<file path="config.mk">
export PLATFORM = sky130hd
export DESIGN_NAME = dma_grant_arbiter
export DESIGN_NICKNAME = d
export VERILOG_FILES = /design/src/rtl/dma_arb_pkg.sv /design/src/rtl/arb_pick.sv /design/src/rtl/arb_rr_ptr.sv /design/src/rtl/dma_grant_arbiter.sv
export SDC_FILE = /design/constraint.sdc
export NUM_CORES = 1
export LEC_CHECK = 0
export ABC_AREA = 1
export BUFFER_PORTS_ARGS = -buffer_cell sky130_fd_sc_hd__buf_4
export CORE_MARGIN = 1
export CORE_UTILIZATION = 58
export DETAILED_ROUTE_END_ITERATION = 8
export MAX_ROUTING_LAYER = met4
export PLACE_DENSITY = 0.9
export SYNTH_ARGS = -nofsm -noshare
export SYNTH_HDL_FRONTEND = slang
export SYNTH_SLANG_ARGS = --single-unit
export TNS_END_PERCENT = 5
</file>
<file path="constraint.sdc">
create_clock -name clk -period 2.6 [get_ports clk]
set_input_delay 0 -clock clk [delete_from_list [all_inputs] [get_ports clk]]
set_output_delay 0 -clock clk [all_outputs]
set_load 0.01 [all_outputs]
</file>
<file path="src/rtl/dma_arb_pkg.sv">
package dma_arb_pkg;
    localparam int NCH = 4;
    localparam int CHW = $clog2(NCH);
    localparam int MW  = 2;

    typedef enum logic [MW-1:0] {
        MODE_FIX_A  = 2'b00,
        MODE_FIX_B  = 2'b01,
        MODE_FIX_C  = 2'b10,
        MODE_ROTATE = 2'b11
    } prio_mode_e;

    typedef enum logic {
        ST_IDLE = 1'b0,
        ST_HOLD = 1'b1
    } arb_state_e;

    // Channel placed at rank k (0 = highest) for a fixed mode.
    function automatic logic [CHW-1:0] fixed_rank(input logic [MW-1:0] mode,
                                                  input logic [CHW-1:0] k);
        logic [CHW-1:0] ord [NCH];
        unique case (mode)
            MODE_FIX_B: ord = '{2'd0, 2'd2, 2'd3, 2'd1};
            MODE_FIX_C: ord = '{2'd2, 2'd0, 2'd1, 2'd3};
            default:    ord = '{2'd0, 2'd1, 2'd2, 2'd3};
        endcase
        return ord[k];
    endfunction
endpackage

</file>
<file path="src/rtl/arb_pick.sv">
module arb_pick
    import dma_arb_pkg::*;
(
    input  logic [NCH-1:0] req,
    input  logic [MW-1:0]  mode,
    input  logic [CHW-1:0] ptr,
    output logic           found,
    output logic [CHW-1:0] idx,
    output logic [NCH-1:0] onehot
);
    logic [CHW-1:0] rank_ch [NCH];
    logic [NCH-1:0] hit;

    for (genvar k = 0; k < NCH; k++) begin : g_rank
        assign rank_ch[k] = (mode == MODE_ROTATE) ? CHW'(ptr + CHW'(k))
                                                  : fixed_rank(mode, CHW'(k));
        assign hit[k]     = req[rank_ch[k]];
    end

    always_comb begin
        found = 1'b0;
        idx   = '0;
        for (int k = NCH - 1; k >= 0; k--) begin
            if (hit[k]) begin
                found = 1'b1;
                idx   = rank_ch[k];
            end
        end
        onehot = found ? (NCH'(1) << idx) : '0;
    end

    always_comb begin

        pick_req_chk: assert (!found || req[idx]);

        pick_any_chk: assert (found == (|req));
    end
endmodule

</file>
<file path="src/rtl/arb_rr_ptr.sv">
module arb_rr_ptr
    import dma_arb_pkg::*;
(
    input  logic           clk,
    input  logic           rst_n,
    input  logic           adv,
    input  logic [CHW-1:0] served,
    output logic [CHW-1:0] ptr
);
    always_ff @(posedge clk) begin
        if (!rst_n)   ptr <= '0;
        else if (adv) ptr <= CHW'(served + 1'b1);
    end


    ptr_stable_chk: assert property (@(posedge clk) disable iff (!rst_n)
        !adv |=> $stable(ptr));
endmodule

</file>
<file path="src/rtl/dma_grant_arbiter.sv">
module dma_grant_arbiter
    import dma_arb_pkg::*;
(
    input  logic           clk,
    input  logic           rst_n,
    input  logic [NCH-1:0] req_i,
    input  logic [MW-1:0]  prio_mode_i,
    input  logic           master_en_i,
    input  logic           addr_err_i,
    input  logic           nmi_flag_i,
    output logic [NCH-1:0] grant_o,
    output logic           grant_vld_o
);
    arb_state_e     state_q, state_d;
    logic [NCH-1:0] grant_q;
    logic           vld_q;
    logic           clear_ok, keep, found, adv;
    logic [CHW-1:0] pick_idx, ptr;
    logic [NCH-1:0] pick_oh;

    assign clear_ok = master_en_i && !addr_err_i && !nmi_flag_i;
    assign keep     = |(req_i & grant_q);
    assign adv      = (state_q == ST_IDLE) && clear_ok && found &&
                      (prio_mode_i == MODE_ROTATE);

    arb_pick u_pick (
        .req    (req_i),
        .mode   (prio_mode_i),
        .ptr    (ptr),
        .found  (found),
        .idx    (pick_idx),
        .onehot (pick_oh)
    );

    arb_rr_ptr u_ptr (
        .clk    (clk),
        .rst_n  (rst_n),
        .adv    (adv),
        .served (pick_idx),
        .ptr    (ptr)
    );

    always_comb begin
        state_d = state_q;
        unique case (state_q)
            ST_IDLE: if (clear_ok && found)   state_d = ST_HOLD;
            ST_HOLD: if (!clear_ok || !keep)  state_d = ST_IDLE;
            default:                          state_d = ST_IDLE;
        endcase
    end

    always_ff @(posedge clk) begin
        if (!rst_n) state_q <= ST_IDLE;
        else        state_q <= state_d;
    end

    always_ff @(posedge clk) begin
        if (!rst_n) begin
            grant_q <= '0;
            vld_q   <= 1'b0;
        end else begin
            vld_q <= 1'b0;
            unique case (state_q)
                ST_IDLE: begin
                    if (clear_ok && found) begin
                        grant_q <= pick_oh;
                        vld_q   <= 1'b1;
                    end else begin
                        grant_q <= '0;
                    end
                end
                ST_HOLD: if (!clear_ok || !keep) grant_q <= '0;
                default: grant_q <= '0;
            endcase
        end
    end

    assign grant_o     = grant_q;
    assign grant_vld_o = vld_q;


    grant_onehot_chk: assert property (@(posedge clk) disable iff (!rst_n)
        $onehot0(grant_q));

    vld_has_grant_chk: assert property (@(posedge clk) disable iff (!rst_n)
        vld_q |-> (grant_q != '0));

    vld_pulse_chk: assert property (@(posedge clk) disable iff (!rst_n)
        vld_q |=> !vld_q);

    grant_req_chk: assert property (@(posedge clk) disable iff (!rst_n)
        vld_q |-> |(grant_q & $past(req_i)));

    enable_gate_chk: assert property (@(posedge clk) disable iff (!rst_n)
        !master_en_i |=> (grant_q == '0));

    error_gate_chk: assert property (@(posedge clk) disable iff (!rst_n)
        (addr_err_i || nmi_flag_i) |=> (grant_q == '0));

    hold_chk: assert property (@(posedge clk) disable iff (!rst_n)
        ((grant_q != '0) && clear_ok && keep) |=> (grant_q == $past(grant_q)));

    release_chk: assert property (@(posedge clk) disable iff (!rst_n)
        ((grant_q != '0) && !keep) |=> (grant_q == '0));

    gap_chk: assert property (@(posedge clk) disable iff (!rst_n)
        vld_q |-> ($past(grant_q) == '0));
endmodule

</file>
Yosys cells after proc, flatten, opt, wreduce, memory -nomap -nowiden
Cells that the tools add are included.
{ "totals": {"ff_bits": 8, "in_bits": 11, "output_inout_bits": 5} }
{ "op_classes": {"add_sub_neg": 4, "n_lt_le_gt_ge": 4, "n_eq_ne": 4, "shifts": 1, "muxes": 28, "bitwise_logic": 3, "reduce_logical": 13} }
{ "op_table": {"columns": ["cell", "count"], "rows": [
  ["2-bit 2-to-1 mux", 8],
  ["8-bit case mux with 2 select lines", 1],
  ["2-bit by 3-bit < comparator with 1-bit output, second input constant", 4],
  ["4-bit 2-to-1 mux", 3],
  ["1-bit 2-to-1 mux", 10],
  ["1-bit binary-select mux with 2-bit select", 4],
  ["4-bit case mux with 2 select lines", 1],
  ["1-bit logical AND", 6],
  ["2-bit by 1-bit adder with 2-bit output, second input constant", 2],
  ["2-bit adder, second input constant", 2],
  ["4-bit bitwise AND", 1],
  ["2-bit == test, second input constant", 2],
  ["1-bit zero test", 4],
  ["4-bit OR reduction", 1],
  ["1-bit by 2-bit << shifter with 4-bit output, first input constant", 1],
  ["2-bit by 1-bit == test with 1-bit output, second input constant", 1],
  ["2-bit by 1-bit inequality test with 1-bit output, second input constant", 1],
  ["1-bit NOT", 2],
  ["1-bit case mux with 2 select lines", 1],
  ["2-bit OR reduction", 1],
  ["1-bit logical OR", 1]
]} }

Logic depth before layout (Yosys ltp)
{ "depth": {"depth_word": 13, "mapped_depth": 17} }

Cells and area by module
A second synthesis with hierarchy kept.
{ "unflattened": {"cells_unflattened": 158, "area_unflattened_um2": 899.6} }
{ "modules_own_cells": {"columns": ["module", "instances", "cells_per_inst", "area_each_um2", "seq_area_each_um2"], "rows": [
  ["arb_pick", 1, 102, 510.5, 0.0],
  ["dma_grant_arbiter", 1, 44, 304.0, 120.1],
  ["arb_rr_ptr", 1, 12, 85.1, 40.0]
]} }

Least setup slack after synthesis
OpenSTA, ideal clock, no wires.
{ "synth_timing": {"kind": "reg-to-reg", "start": "register u_ptr.ptr[0]", "end": "register u_ptr.ptr[1]", "arrival_ps": 1342, "t_required_ps": 2483, "slack_ps": 1141, "path_stages_with_launch": 13, "n_path_buf": 1, "synth_period_minus_slack_ps": 1459, "path_cell_list": "dfxtp_1 > buf_6 > nand2_1 > nand2_1 > nor2_1 > nor2_2 > nand2_1 > nand2_2 > nand2_1 > o21ai_2 > nor2_2 > o21ai_0 > nor2_1"} }
{ "synth_via": {"elab_chain_cells": 10, "elab_cells_between_ends": 26, "classes_between": "add/sub: 4; mux: 20; reduce/logical: 2"} }
{ "synth_rtl": {"columns": ["item", "line_no", "text"], "rows": [
  ["start, declared", "arb_rr_ptr.sv:8", "output logic [CHW-1:0] ptr"],
  ["start signal, assigned", "arb_rr_ptr.sv:12", "else if (adv) ptr <= CHW'(served + 1'b1);"],
  ["branches (longest 10 deep; another with 2-bit adder)", null, null]
]} }
Several ways; the timed one is not identified. The select of a mux whose other input is x is not followed.
A chain may end at the register's enable or synchronous reset.

Worst setup path in the final report
{ "layout_timing": {"start": "register u_ptr.ptr[0]", "end": "register u_ptr.ptr[0]"} }
Same word-level chain as after synthesis.

==> flow_summary.yaml <==
critical_path:
  cp_slowest_cell: "dfxtp_1"
  worst_path_most_repeated_cell: "nand2_1"
  arrival_ns: 1.98
  r2r-start: "u_ptr.ptr[0]"
  path_max_fanout: 8
  cp-start-kind: "register"
  rrSetupSlack_ns: 0.77
  cp.required_ns: 2.75
  cp_cell_sequence: "inv_2, nand2_1, nand3_1, nand2_1, nand2_1, nand2_2, nand2_1, o21ai_2, nor2_2, o21ai_0, a21oi_1"
  worstSetupPathType: "register to register"
  r2r-end: "u_ptr.ptr[0]"
  cpPeakStageDelay_ns: 0.55
  rr_worst_depth: 11
  end_kind: "register"
clocking:
  cts_max_path_buffers: 2
  cts_tree: "yes"
  cts-root-buf: "clkbuf_4"
  cts_resized: 0
  insertion_delay_ns: 0.27
  cts_hold_buffers: 0
  numCtsBuffers: 3
  clkTransAtPathRegs_ns: 0.05
  htree_levels: 1
  cts_num_sinks: 8
  postCtsSetupBuffers: 0
hold_path:
  min_path_cells: 3
  min_from: "rst_n"
  min_path_type: "input port to register"
  whs_endpoint: "u_ptr.ptr[1]"
cells_and_area:
  drive_gt1_share_pct: 24.5
  final_cells: 178
  final_cell_mix: "nand2_1 (48), inv_1 (21), nand3_1 (17)"
  final_common_cell: "nand2_1"
  final_cell_area_um2: 1010
  area.growth.synth_to_final_pct: 14.9
  layout.nets: 181
  diodes: 0
timing:
  fin_crit_sh_pct: 70.3
  rsz0062_at_grt: "no"
  period_minus_slack_ns: 1.83
  max_freq_mhz: 547
  setup_tns_ns: 0
  drv_slew: 0
  final-hold-violation-count: 0
  setup_viol: 0
  worst_slack_ns: 0.773
  finClkSkew_ns: 0.00362
  maxSlewHeadroom_pct: 74.3
  worstMarginPinSlew_ns: 0.385
drt:
  drt-total-wl_um: 2130
  ant_nets: 0
  drcViolationCount: 0
  dr_total_vias: 984
  wl_per_cell_um: 12.0
  via_per_inst: 5.53
  first_iter_violations: 34
  drtPass1Iterations: 4
placed_design:
  place_ws_ns: 0.816
  place_area_um2: 988
  gp_congestion: 0.945
  hpwlAfterDp_um: 1690
  port_buffers: 15
  placed_cells: 175
logic_synthesis:
  ys_seq_area_share_pct: 18.2
  synth_top_family_by_area: "simple AND/OR/NAND/NOR gates"
  muxShareOfSynthArea_pct: 0
  yosys.area_share.adder_pct: 7.11
  yosys-top-cells-area: "nand2_1 (20%), dfxtp_1 (18%), nand3_1 (9.7%)"
  synth_top_area_share_pct: 20.5
  synthSimpleGateAreaFrac_pct: 51.1
  synthCells: 147
  synth_nets: 163
  ys_seq_elements: 8
  synth_area_um2: 880
  synth_compound_area_share_pct: 9.82
  avgSynthCellArea_um2: 5.98
  synth_xor_area_share_pct: 0
  ys.warnings.count: 0
  synth_top_area_cell: "nand2_1"
  ys_types: 23
power:
  total_power_uw: 357
  sw_frac_of_total_pct: 36.8
  comb_power_share_pct: 36.2
  switchingPower_uw: 131
  power_leakage_uw: 0.000585
  p_int_uw: 226
  pwr-share-clk_pct: 28.0
  vdd_drop_max_mv: 0.334
  power_frac_seq_pct: 35.8
  power.density_nw_per_um2: 354
grt:
  grt_pass1_vias: 790
  gr-usage-met3_pct: 11.4
  antenna_found_initial: 0
  use_met2_pct: 43.8
  grt_pass1_wl_um: 3170
  grt.busiest_layer: "met2"
  met1_usage_pct: 36.5
  gr-total-overflow: 0
  grt_max_degree: 10
  grt_usage_pct: 31.0
floorplan:
  ios: 16
  fp.dieArea_um2: 1680
  initial_core_util_pct: 65.2
  die_h_um: 40.9
  row_count: 13
  core_um2: 1350
  die_x_um: 40.9
run:
  maxCapViolations: 0
status:
  status: "finished clean"
critical path: cells and delay by family, from the launching register on:
kind | cells | cell delay (ns)
compound gates | 3 | 0.45
buf+inv | 1 | 0.07
flops | 1 | 0.55
simple gates | 7 | 0.64
layout make-up:
type	instances	area, um^2
flip-flops and latches	8	160
multi-input cells	112	598
repair buffers	15	113
fillers	122	339
inverters	25	98.8
clock buffers	3	22.5
well taps	15	18.8
synthesized netlist by cell type, drive strengths merged:
cell type   n
a21oi       4
inv        25
buf         2
nand4       1
nand3      20
nor4        1
dfxtp       8
o2111ai     1
ha          5
nor2       12
nor3        1
o21ai      10
nand2      57
logic make-up after synthesis:
family                     count (synthesis)
and+or+nand+nor                           92
buffers and inverters                     27
AOI/OAI and AO/OA                         15
DFF                                        8
adders and majority gates                  5
flip-flops by register name, summed over array words and instances (netlist names):
name and flops:
u_ptr.ptr 2, grant_vld_o 1, grant_o 4, state_q 1
power groups by stage:
stage	logic, uW	clock network (uW)	registers [uW]
CTS	127	106	128
global placement	124	0	130
global route	145	112	128
finish	129	100	128
detailed placement	127	0	131
floorplan	93.2	0	130
worst max path at each step:
stage                         to  cells past startpoint    startpoint  slack [ns]
finish              u_ptr.ptr[0]                     11  u_ptr.ptr[0]        0.77
global route        u_ptr.ptr[0]                     11  u_ptr.ptr[0]        0.55
CTS                 u_ptr.ptr[0]                     11  u_ptr.ptr[0]        0.81
detailed placement  u_ptr.ptr[0]                     11  u_ptr.ptr[0]        0.82
global placement    u_ptr.ptr[0]                     11  u_ptr.ptr[0]        0.87
floorplan           u_ptr.ptr[1]                     12  u_ptr.ptr[0]        1.14
metal layers:
metal / vias to the layer above / share of wire [%]
met1: 425 / 43
met4: 0 / 2.8
li1: 495 / -
met3: 9 / 8.9
met2: 55 / 46
met5: - / 0
metrics by stage:
| stage | hold WS [ns] | utilization [%] |
|---|---|---|
| floorplan | 0.138 | - |
| global placement | 0.287 | 73.2 |
| detailed placement | 0.288 | 73.2 |
| CTS | 0.00161 | 74.9 |
| global route | 0.0151 | 74.9 |
| finish | 0.0171 | 74.9 |
(Power assumes the default switching activity.)
